$ cat config.mk
export PLATFORM = sky130hd
export DESIGN_NAME = vmem_step_port
export DESIGN_NICKNAME = d
export VERILOG_FILES = /design/src/rtl/vsp_pkg.sv /design/src/rtl/vsp_decode.sv /design/src/rtl/vsp_axis_ctr.sv /design/src/rtl/vsp_pattern.sv /design/src/rtl/vmem_step_port.sv
export SDC_FILE = /design/constraint.sdc
export NUM_CORES = 1
export LEC_CHECK = 0
export ABC_AREA = 0
export BUFFER_PORTS_ARGS = -buffer_cell sky130_fd_sc_hd__clkbuf_2
export CAP_MARGIN = 20
export CORE_MARGIN = 1
export CORE_UTILIZATION = 62
export CTS_CLUSTER_DIAMETER = 40
export CTS_CLUSTER_SIZE = 25
export DETAILED_ROUTE_END_ITERATION = 7
export PLACE_DENSITY = 0.95
export SLEW_MARGIN = 20
export SYNTH_ARGS = -nofsm -noshare
export SYNTH_HDL_FRONTEND = slang
export SYNTH_SLANG_ARGS = --single-unit
$ cat constraint.sdc
create_clock -name clk_i -period 5.7 [get_ports clk_i]
set_input_delay 0 -clock clk_i [delete_from_list [all_inputs] [get_ports clk_i]]
set_output_delay 0 -clock clk_i [all_outputs]
set_load 0.03 [all_outputs]
$ cat src/rtl/vsp_pkg.sv
package vsp_pkg;
  typedef enum logic [1:0] {
    FAM_PLAIN = 2'd0,
    FAM_STIP  = 2'd1,
    FAM_WIDE  = 2'd2,
    FAM_NONE  = 2'd3
  } fam_e;

  typedef enum logic [2:0] {
    REG_MODE  = 3'd0,
    REG_WMASK = 3'd1,
    REG_PAT   = 3'd2,
    REG_XPOS  = 3'd3,
    REG_YPOS  = 3'd4
  } reg_e;

  // mode word bit positions
  localparam int MODE_W      = 4;
  localparam int MODE_MAJ_Y  = 0;
  localparam int MODE_MAJ_DN = 1;
  localparam int MODE_MIN_DN = 2;
  localparam int MODE_TALL   = 3;

  typedef struct packed {
    logic       data;
    logic       reg_hit;
    logic       wr;
    fam_e       fam;
    logic       step_maj;
    logic       step_min;
    logic [2:0] reg_idx;
  } acc_t;
endpackage

$ cat src/rtl/vsp_decode.sv
module vsp_decode
  import vsp_pkg::*;
(
  input  logic       valid_i,
  input  logic       write_i,
  input  logic [4:0] addr_i,
  output acc_t       acc_o
);
  always_comb begin
    acc_o          = '0;
    acc_o.wr       = write_i;
    acc_o.fam      = fam_e'(addr_i[3:2]);
    acc_o.step_maj = addr_i[0];
    acc_o.step_min = addr_i[1];
    acc_o.reg_idx  = addr_i[2:0];
    acc_o.data     = valid_i & addr_i[4] & (fam_e'(addr_i[3:2]) != FAM_NONE);
    acc_o.reg_hit  = valid_i & ~addr_i[4];
  end
endmodule

$ cat src/rtl/vsp_axis_ctr.sv
module vsp_axis_ctr #(
  parameter int W  = 11,
  parameter int SW = 4
) (
  input  logic          clk_i,
  input  logic          rst_ni,
  input  logic          load_i,
  input  logic [W-1:0]  load_val_i,
  input  logic          step_i,
  input  logic          dec_i,
  input  logic [SW-1:0] stride_i,
  input  logic [W:0]    limit_i,
  output logic [W-1:0]  cnt_o
);
  localparam int EW = W + 2;

  logic [W-1:0]  cnt_q, nxt;
  logic [EW-1:0] cur, stp, lim, up, dn;

  assign cur = EW'(cnt_q);
  assign stp = EW'(stride_i);
  assign lim = EW'(limit_i);

  always_comb begin
    up = cur + stp;
    if (up >= lim) up = up - lim;
    dn  = (cur >= stp) ? (cur - stp) : (cur + lim - stp);
    nxt = W'(dec_i ? dn : up);
  end

  always_ff @(posedge clk_i or negedge rst_ni) begin
    if (!rst_ni)     cnt_q <= '0;
    else if (load_i) cnt_q <= load_val_i;
    else if (step_i) cnt_q <= nxt;
  end

  assign cnt_o = cnt_q;
endmodule

$ cat src/rtl/vsp_pattern.sv
module vsp_pattern #(
  parameter int SW = 8
) (
  input  logic          clk_i,
  input  logic          rst_ni,
  input  logic          load_i,
  input  logic [SW-1:0] load_val_i,
  input  logic          rot_i,
  output logic [SW-1:0] pat_o,
  output logic          gate_o
);
  logic [SW-1:0] pat_q;

  always_ff @(posedge clk_i or negedge rst_ni) begin
    if (!rst_ni)     pat_q <= '1;
    else if (load_i) pat_q <= load_val_i;
    else if (rot_i)  pat_q <= {pat_q[SW-2:0], pat_q[SW-1]};
  end

  assign pat_o  = pat_q;
  assign gate_o = pat_q[SW-1];
endmodule

$ cat src/rtl/vmem_step_port.sv
module vmem_step_port
  import vsp_pkg::*;
#(
  parameter int PLANES   = 8,
  parameter int DATA_W   = 16,
  parameter int X_SPAN   = 1280,
  parameter int Y_SHORT  = 960,
  parameter int Y_TALL   = 1024,
  parameter int WIDE_PIX = 10,
  parameter int PAT_W    = 8,
  localparam int XW      = $clog2(X_SPAN),
  localparam int YW      = $clog2(Y_TALL)
) (
  input  logic              clk_i,
  input  logic              rst_ni,
  input  logic              acc_valid_i,
  input  logic              acc_write_i,
  input  logic [4:0]        acc_addr_i,
  input  logic [DATA_W-1:0] acc_wdata_i,
  output logic [DATA_W-1:0] acc_rdata_o,
  output logic [XW-1:0]     mem_x_o,
  output logic [YW-1:0]     mem_y_o,
  output logic              mem_wide_o,
  output logic              mem_rd_o,
  output logic              mem_we_o,
  output logic [PLANES-1:0] mem_plane_we_o,
  output logic [PLANES-1:0] mem_wdata_o,
  input  logic [PLANES-1:0] mem_rdata_i
);
  localparam int STR_W = $clog2(WIDE_PIX + 1);

  acc_t              acc;
  logic [MODE_W-1:0] mode_q;
  logic [PLANES-1:0] wmask_q;
  logic [PAT_W-1:0]  pat;
  logic              pat_gate;
  logic [XW-1:0]     x_cnt;
  logic [YW-1:0]     y_cnt;
  logic              reg_wr, ld_x, ld_y, ld_pat;
  logic              x_step, y_step, x_dn, y_dn;
  logic [STR_W-1:0]  x_stride;
  logic [YW:0]       y_lim;

  vsp_decode u_dec (
    .valid_i (acc_valid_i),
    .write_i (acc_write_i),
    .addr_i  (acc_addr_i),
    .acc_o   (acc)
  );

  assign reg_wr = acc.reg_hit & acc.wr;
  assign ld_x   = reg_wr & (acc.reg_idx == REG_XPOS);
  assign ld_y   = reg_wr & (acc.reg_idx == REG_YPOS);
  assign ld_pat = reg_wr & (acc.reg_idx == REG_PAT);

  always_ff @(posedge clk_i or negedge rst_ni) begin
    if (!rst_ni) begin
      mode_q  <= '0;
      wmask_q <= '1;
    end else if (reg_wr) begin
      if (acc.reg_idx == REG_MODE)  mode_q  <= acc_wdata_i[MODE_W-1:0];
      if (acc.reg_idx == REG_WMASK) wmask_q <= acc_wdata_i[PLANES-1:0];
    end
  end

  // route major/minor steps onto the physical axes
  always_comb begin
    if (mode_q[MODE_MAJ_Y]) begin
      y_step = acc.data & acc.step_maj;
      y_dn   = mode_q[MODE_MAJ_DN];
      x_step = acc.data & acc.step_min;
      x_dn   = mode_q[MODE_MIN_DN];
    end else begin
      x_step = acc.data & acc.step_maj;
      x_dn   = mode_q[MODE_MAJ_DN];
      y_step = acc.data & acc.step_min;
      y_dn   = mode_q[MODE_MIN_DN];
    end
  end

  assign x_stride = (acc.fam == FAM_WIDE) ? STR_W'(WIDE_PIX) : STR_W'(1);
  assign y_lim    = mode_q[MODE_TALL] ? (YW+1)'(Y_TALL) : (YW+1)'(Y_SHORT);

  vsp_axis_ctr #(.W(XW), .SW(STR_W)) u_x (
    .clk_i      (clk_i),
    .rst_ni     (rst_ni),
    .load_i     (ld_x),
    .load_val_i (acc_wdata_i[XW-1:0]),
    .step_i     (x_step),
    .dec_i      (x_dn),
    .stride_i   (x_stride),
    .limit_i    ((XW+1)'(X_SPAN)),
    .cnt_o      (x_cnt)
  );

  vsp_axis_ctr #(.W(YW), .SW(STR_W)) u_y (
    .clk_i      (clk_i),
    .rst_ni     (rst_ni),
    .load_i     (ld_y),
    .load_val_i (acc_wdata_i[YW-1:0]),
    .step_i     (y_step),
    .dec_i      (y_dn),
    .stride_i   (STR_W'(1)),
    .limit_i    (y_lim),
    .cnt_o      (y_cnt)
  );

  vsp_pattern #(.SW(PAT_W)) u_pat (
    .clk_i      (clk_i),
    .rst_ni     (rst_ni),
    .load_i     (ld_pat),
    .load_val_i (acc_wdata_i[PAT_W-1:0]),
    .rot_i      (acc.data & (acc.fam == FAM_STIP)),
    .pat_o      (pat),
    .gate_o     (pat_gate)
  );

  assign mem_x_o        = x_cnt;
  assign mem_y_o        = y_cnt;
  assign mem_wide_o     = acc.data & (acc.fam == FAM_WIDE);
  assign mem_rd_o       = acc.data & ~acc.wr;
  assign mem_we_o       = acc.data & acc.wr & ((acc.fam != FAM_STIP) | pat_gate);
  assign mem_plane_we_o = {PLANES{mem_we_o}} & wmask_q;
  assign mem_wdata_o    = acc_wdata_i[PLANES-1:0];

  always_comb begin
    acc_rdata_o = '0;
    if (acc_addr_i[4]) acc_rdata_o = DATA_W'(mem_rdata_i);
    else begin
      unique case (acc.reg_idx)
        REG_MODE:  acc_rdata_o = DATA_W'(mode_q);
        REG_WMASK: acc_rdata_o = DATA_W'(wmask_q);
        REG_PAT:   acc_rdata_o = DATA_W'(pat);
        REG_XPOS:  acc_rdata_o = DATA_W'(x_cnt);
        REG_YPOS:  acc_rdata_o = DATA_W'(y_cnt);
        default:   acc_rdata_o = '0;
      endcase
    end
  end
endmodule

==> results of run 1 <==
==> flip-flops by register name, indices dropped and copies added, names as in the netlist <==
register	cells
u_pat.pat_o	8
mode_q	4
u_x.cnt_o	11
u_y.cnt_o	10
wmask_q	8
==> cells in the mapped netlist, types with 5 or more instances <==
master / count / area share, %
a211oi_1: 12 / 1.8
a21oi_1: 39 / 3.9
a221o_1: 5 / 1.0
a22o_1: 8 / 1.4
a22oi_1: 18 / 2.7
a31oi_1: 7 / 0.88
and2_1: 10 / 1.3
buf_4: 13 / 2.0
clkbuf_1: 18 / 1.4
dfrtp_1: 25 / 13
dfstp_2: 16 / 8.5
fa_1: 6 / 2.4
ha_1: 58 / 15
inv_1: 51 / 3.9
mux2_2: 20 / 4.5
mux2i_1: 16 / 3.2
nand2_1: 37 / 2.8
nand3_1: 12 / 1.2
nor2_1: 45 / 3.4
nor2b_1: 6 / 0.76
nor3_1: 19 / 1.9
o211ai_1: 7 / 1.1
o21ai_0: 17 / 1.7
o22ai_1: 25 / 3.2
or3_1: 6 / 0.76
xnor2_1: 33 / 5.8
xor2_1: 6 / 1.1
==> worst register-to-register path, delay by kind of cell, from the launching register on <==
family	cells	cell delay [ns]
multiplexers	1	0.26
AND/OR/NAND/NOR	7	1.80
AO/OA/AOI/OAI	3	0.55
flip-flops	1	0.63
adder cells (fa/ha/maj)	2	0.55
XOR/XNOR	1	0.16
==> area by class of cell <==
cell class / count / area (um2) / share of cell area [%]
clock buffers: 6 / 93.8 / 1.72
clock inverters: 2 / 15.0 / 0.275
inverters: 52 / 195 / 3.57
multi-input cells: 474 / 3540 / 64.8
flip-flops and latches: 41 / 1050 / 19.1
well taps: 102 / 128 / 2.34
repair buffers: 84 / 445 / 8.15
==> cell families (layout without fill, tap and decap cells) <==
group           count (synthesis)  in the layout
compound gates                168            168
simple gates                  162            162
buf+inv                        89            144
fa+ha+maj                      64             64
flops                          41             41
xor+xnor                       39             39
mux                            36             36
other cells                     1              5
==> power by group through the flow <==
stage | registers [W] | logic, W | clock network (W)
2_1_floorplan | 0.000676 | 0.00138 | 0
3_5_place_dp | 0.000647 | 0.00190 | 0
4_1_cts | 0.000642 | 0.00192 | 0.000223
5_1_grt | 0.000667 | 0.00213 | 0.000235
6_report | 0.000656 | 0.00196 | 0.000222
3_3_place_gp | 0.000636 | 0.00180 | 0
==> final timing paths <==
check | startpoint | end | slack (ns) | cells past startpoint
worst min register to register | u_pat.pat_o[3] | u_pat.pat_o[3] | 0.52 | 2
worst max-delay path | acc_addr_i[2] | u_x.cnt_o[9] | 1.48 | 16
worst max register to register | u_y.cnt_o[4] | u_y.cnt_o[9] | 1.64 | 14
worst min-delay path | acc_wdata_i[5] | u_y.cnt_o[5] | 0.03 | 3
max in group asynchronous | rst_ni | u_x.cnt_o[0] | 4.76 | 2
min in group asynchronous | rst_ni | u_y.cnt_o[3] | 0.37 | 2
==> routing by layer <==
metal | global-route usage (%) | up-vias | wire [um]
li1 | - | 2272 | -
met1 | 42.7 | 2386 | 5490
met2 | 58.0 | 382 | 6880
met3 | 5.78 | 89 | 1550
met4 | 23.5 | 0 | 904
met5 | 0 | - | 0
==> metrics by stage <==
stage / worst slack (ns) / power, W / cell area (um2) / util (%)
floorplan: 2.09 / 0.00206 / 4980 / -
global placement: 1.65 / 0.00243 / 5310 / 68.7
detailed placement: 1.29 / 0.00255 / 5310 / 68.7
CTS: 1.60 / 0.00279 / 5460 / 70.6
global route: 1.16 / 0.00303 / 5470 / 70.7
finish: 1.48 / 0.00284 / 5470 / 70.7
==> results.md, run 1 <==
- Critical Path Start Type: input port
- Drt drc: 0
- Hold buffer count at CTS: 4
- Placed Cells: 749
- Switching share of power: 54.0%
- FILL cells: 540
- Post-CTS Setup Bufs: 0
- Max Freq: 0.237 GHz
- Simple-gate area share of the yosys netlist: 16.2%
- Slew of the pin with the lowest slew margin: 0.905 ns
- Critical path class: in2reg
- Max-slew violations: 0
- MaxCap Viol Count: 0
- CORE AREA: 0.00773 mm2
- Max-slew headroom: 39.6%
- CTS Buf Count: 5
- RSZ-0062 raised after global routing: no
- Die Y: 91.5 um
- Routed WL per cell: 19.5 um
- Largest family of logic cells by synthesized area: compound AO/OA/AOI/OAI gates
- Register bit total from synthesis: 41
- Clk_skew: 0.00478 ns
- Mux cell area share after synthesis: 7.77%
- Area Growth Syn to Fin: 10.1%
- Maximum clock insertion buffer count: 2
- Critical Path Max Stage Delay: 0.57 ns
- Count of flip-flops with a built-in enable after synthesis: 0
- Status: finished clean
- Chip Width: 91.5 um
- Hold WS: 0.0296 ns
- Ant. Diodes: 0
- Hold Crit Class: in2reg
- Clock root cell: clkbuf_8
- CTS tree: yes
- Worst setup EP type: flip-flop
- Pwr dens: 520 mW/mm2
- Slowest-stage cell, CP: a2111oi_0
- Static leakage: 2.44 nW
- Req. time, crit path: 5.87 ns
- Syn Inst Count: 600
- Post-Syn Area: 0.00496 mm2
- Nets@finish: 755
- Power share of the sequential group: 23.1%
- Compound-cell area share of the yosys netlist: 23.0%
- Sequential area share after synthesis: 21.1%
- Commonest non-fill, non-tap cell in the layout: clkbuf_2
- WL final: 14.8 mm
- Final setup viols: 0
- Port buffer count: 78
- DP HPWL: 11.3 mm
- Finished Layout Cells: 761
- First-pass GRT wire length: 23.6 mm
- Delay-heaviest family, CP: compound AO/OA/AOI/OAI gates
- Final Cycle Share: 74.1%
- Drt via density: 6.74
- Total of warnings raised by yosys: 0
- Most used DFF post-synth: dfrtp_1
- Synth cell types: 64
- Worst path buffer plus inverter count: 3
- Power share of the clock group: 7.8%
- GRT Util Overall: 35.4%
- Starting Density: 64.2%
- Number of DRC markers in iteration 0: 440
- CP Cell Sequence: clkbuf_2 -> clkinv_1 -> nand2_1 -> ha_1 -> inv_1 -> fa_1 -> o21ai_0 -> nand3_1 -> xnor2_1 -> ha_1 -> nand4b_1 -> a2111oi_0 -> a31oi_1 -> or2_0 -> a211oi_1 -> a211oi_1
- Grt total ovfl: 0
- Critical path data arrival time: 4.40 ns
- Final hold violation count: 0
- Worst-case vdd ir drop: 0.301 mV
- Initial antenna violation count: 0
- # resized after CTS: 0
- Combinational power share: 69.1%
- Site Rows: 32
- Adder-cell share of the synthesized area: 17.0%
- Via count: 5,129
- H-tree Lvls: 2
- P_sw: 0.00154 W
- Die area: 0.00837 mm2
- Clock slew at reported path FFs: 0.08 ns
- Tmin final: 4.22 ns
- IO Pins: 89
- Largest net degree at the start of global routing: 42
- Routed Antenna Nets: 0
- Share of post-route cells with drive strength above 1: 19.9%
- Most frequent cells in the layout: 77 x clkbuf_2, 58 x ha_1, 51 x inv_1
- Asr flop ratio synth: 100%
- Vias in the first global route: 4,950
- Clk_lat worst skew: 0.30 ns
- Post-synthesis xor/xnor area fraction: 6.88%
- Syn avg cell area: 8.27 um2
- Clock Sinks: 41
- Int Power: 0.00131 W
- Crit Path Max Fanout: 11
- First-pass DRT Iterations: 5
- Routability Congestion: 0.931
- Sum Neg Setup Slack: 0 ns
(Power assumes the default switching activity.)
==> run 2, diff against run 1 <==
--- a/config.mk
+++ b/config.mk
@@ -5,15 +5,15 @@
 export SDC_FILE = /design/constraint.sdc
 export NUM_CORES = 1
 export LEC_CHECK = 0
-export ABC_AREA = 0
+export ABC_AREA = 1
 export BUFFER_PORTS_ARGS = -buffer_cell sky130_fd_sc_hd__clkbuf_2
 export CAP_MARGIN = 20
 export CORE_MARGIN = 1
-export CORE_UTILIZATION = 62
+export CORE_UTILIZATION = 53
 export CTS_CLUSTER_DIAMETER = 40
 export CTS_CLUSTER_SIZE = 25
 export DETAILED_ROUTE_END_ITERATION = 7
-export PLACE_DENSITY = 0.95
+export PLACE_DENSITY = 0.9
 export SLEW_MARGIN = 20
 export SYNTH_ARGS = -nofsm -noshare
 export SYNTH_HDL_FRONTEND = slang
==> constraint.sdc (replaced) <==
create_clock -name clk_i -period 3.6 [get_ports clk_i]
set_input_delay 0 -clock clk_i [delete_from_list [all_inputs] [get_ports clk_i]]
set_output_delay 0 -clock clk_i [all_outputs]
set_load 0.03 [all_outputs]
==> run 2 against run 1 <==
Cell area rose by 3.8%. Clock skew up 0.012 ns. Non-clock buffer count unchanged. Global-route usage shrank 5.7 points. Register-to-register slack worse by 1.1 ns. Total power up 53%. Setup slack worse by 0.90 ns. Via count is 5.2% higher. Worst hold slack got worse by 0.019 ns. Highest routed layer unchanged.
==> results.md, run 2 <==
- Max-slew violations: 0
- Largest net degree at the start of global routing: 42
- DP HPWL: 11.4 mm
- Count of flip-flops with a built-in enable after synthesis: 0
- Hold WS: 0.0107 ns
- Most used DFF post-synth: dfrtp_1
- Clk_skew: 0.0167 ns
- Slew of the pin with the lowest slew margin: 0.939 ns
- Starting Density: 55.0%
- RR Endpoint: u_y.cnt_o[6]
- CORE AREA: 0.00933 mm2
- Top cell type by total area after synthesis: ha_1
- Most frequent cells in the layout: 182 x nand2_1, 110 x inv_1, 77 x clkbuf_2
- Static leakage: 3.03 nW
- Number of DRC markers in iteration 0: 664
- Clock slew at reported path FFs: 0.10 ns
- WL final: 14.4 mm
- MaxCap Viol Count: 0
- Vias in the first global route: 4,871
- Final setup viols: 0
- Layout Utilization: 60.8%
- Hold Crit Class: in2reg
- GRT Util Overall: 29.7%
- Commonest non-fill, non-tap cell in the layout: nand2_1
- Nets@finish: 927
- IO Pins: 89
- R2R cell count: 15
- Clock Sinks: 41
- RSZ-0062 raised after global routing: no
- Combinational power share: 71.2%
- FILL cells: 865
- Port buffer count: 78
- Sum Neg Setup Slack: 0 ns
- Total of warnings raised by yosys: 0
- Critical path class: reg2reg
- Critical path data arrival time: 3.24 ns
- Int Power: 0.00189 W
- Post-route worst setup slack: 0.576 ns
- Most frequent cell after synthesis: nand2_1
- Worst setup EP type: flip-flop
- Power share of the sequential group: 21.3%
- Routed Antenna Nets: 0
- Via count: 5,394
- Max Freq: 0.331 GHz
- Sequential area share after synthesis: 20.4%
- Crit Path Max Fanout: 7
- Post-CTS Setup Bufs: 0
- Area share of the largest cell type after synthesis: 14.1%
- Area of the multi-input gates: 0.00346 mm2
- Chip Width: 100 um
- Routability Congestion: 0.947
- Largest register FFs: 11
- Asr flop ratio synth: 100%
- Most frequent cells after synthesis: 182 x nand2_1, 110 x inv_1, 60 x nor2_1
- Worst-case vdd ir drop: 0.283 mV
- Tmin final: 3.02 ns
- Worst r2r src: u_y.cnt_o[1]
- Drt drc: 0
- Routed WL per cell: 15.0 um
- Synth cell types: 44
- Critical Path Start Type: flip-flop
- H-tree Lvls: 2
- Top post-synthesis cells by area: ha_1 14%, nand2_1 13%, dfrtp_1 12%, dfstp_2 8.2%, inv_1 8.1%
- Clock root cell: clkbuf_8
- Switching share of power: 56.7%
- # resized after CTS: 0
- Hold path start: acc_wdata_i[10]
- CTS tree: yes
- Site Rows: 35
- End of the worst hold path: u_x.cnt_o[10]
- Final Cycle Share: 84.0%
- Initial antenna violation count: 0
- Register bit total from synthesis: 41
- Die area: 0.0101 mm2
- Setup WS pre-CTS: 0.526 ns
- Reg area: 0.00105 mm2
- First-pass DRT Iterations: 6
- Area Growth Syn to Fin: 10.6%
- Syn Inst Count: 759
- Ant. Diodes: 0
- Grt total ovfl: 0
- Drt via density: 5.62
- Worst hold path cell count: 5
- Req. time, crit path: 3.82 ns
- Final hold violation count: 0
- R2R setup slack: 0.58 ns
- Pwr dens: 769 mW/mm2
- Max-slew headroom: 37.4%
- Maximum clock insertion buffer count: 2
- Power share of the clock group: 7.5%
- CTS Buf Count: 5
- Share of post-route cells with drive strength above 1: 15.6%
- Post-Syn Area: 0.00513 mm2
- P_sw: 0.00248 W
- First-pass GRT wire length: 23.6 mm
- Status: finished clean
- Syn avg cell area: 6.76 um2
- Die Y: 100 um
- Clk_lat worst skew: 0.31 ns
run 2: cell count changes after synthesis, moves of 15 or more:
cell      before  now
o21ai_0       17   49
xnor2_1       33    8
inv_1         51  110
nand3_1       12   57
mux2i_1       16    0
nor2_1        45   60
xor2_1         6   28
mux2_2        20    0
a22oi_1       18    3
clkbuf_1      18    2
nand2_1       37  182
run 2: cells by family (layout without fill, tap and decap cells):
kind of cell	count (synthesis)	after routing	share of synthesized area (%)
AND/OR/NAND/NOR	331	331	28.4
adder cells (fa/ha/maj)	64	64	16.5
flip-flops	41	41	20.4
other	1	5	0.0731
AO/OA/AOI/OAI	140	140	16.2
XOR/XNOR	36	36	6.15
buffers and inverters	146	214	12.4
run 2: stage by stage:
step | area (um2) | power, W | std cells
floorplan | 5140 | 0.00325 | 763
global placement | 5550 | 0.00389 | 949
detailed placement | 5550 | 0.00398 | 949
CTS | 5670 | 0.00432 | 960
global route | 5670 | 0.00480 | 960
finish | 5670 | 0.00436 | 960
run 2: power groups by stage:
stage          sequential, W  clock (W)  combinational (W)
2_1_floorplan        0.00103          0            0.00222
3_3_place_gp        0.000928          0            0.00297
3_5_place_dp        0.000932          0            0.00304
4_1_cts             0.000923   0.000327            0.00307
5_1_grt             0.000961   0.000354            0.00349
6_report            0.000930   0.000328            0.00310
run 2: layout make-up:
cell class              count  area share, %
flip-flops and latches     41           18.4
inverters                 122           8.16
clock inverters             3          0.441
repair buffers             84           7.81
multi-input cells         576           61.1
clock buffers               5           1.21
well taps                 129           2.85
run 2: how the worst max path moves through the flow:
stage                        from           end  slack (ns)  cells past startpoint
detailed placement  acc_addr_i[2]  u_x.cnt_o[8]        0.53                     21
finish               u_y.cnt_o[1]  u_y.cnt_o[6]        0.58                     15
floorplan            u_y.cnt_o[2]  u_y.cnt_o[9]        0.74                     16
global placement    acc_addr_i[2]  u_x.cnt_o[8]        0.64                     21
global route         u_y.cnt_o[1]  u_y.cnt_o[7]        0.26                     16
CTS                  u_y.cnt_o[1]  u_y.cnt_o[9]        0.56                     16
run 2: repair_timing:
| item | CTS | global route |
|---|---|---|
| endpoints found under the hold margin | 27 | 0 |
| hold buffers | 3 | 0 |
| setup endpoints to repair | 0 | 0 |
run 2: worst max-delay path, stage by stage (launching register included):
cell     delay (ns)
dfrtp_1        0.52
ha_1           0.24
nand4_1        0.18
nor2_1         0.18
xor2_1         0.26
inv_1          0.09
ha_1           0.30
nand2_1        0.05
o21ai_0        0.25
a21o_1         0.15
nand2_1        0.04
nand3_1        0.18
inv_1          0.11
o21ai_0        0.15
nand3_1        0.08
a21oi_1        0.17
run 2: layer usage:
| metal | track usage [%] | part of all wire, % | wire length (um) |
|---|---|---|---|
| met2 | 47.4 | 44 | 6350 |
| met3 | 4.46 | 10 | 1440 |
| met1 | 41.3 | 43 | 6220 |
| met4 | 9.14 | 2.9 | 413 |
| met5 | 0 | 0 | 0 |
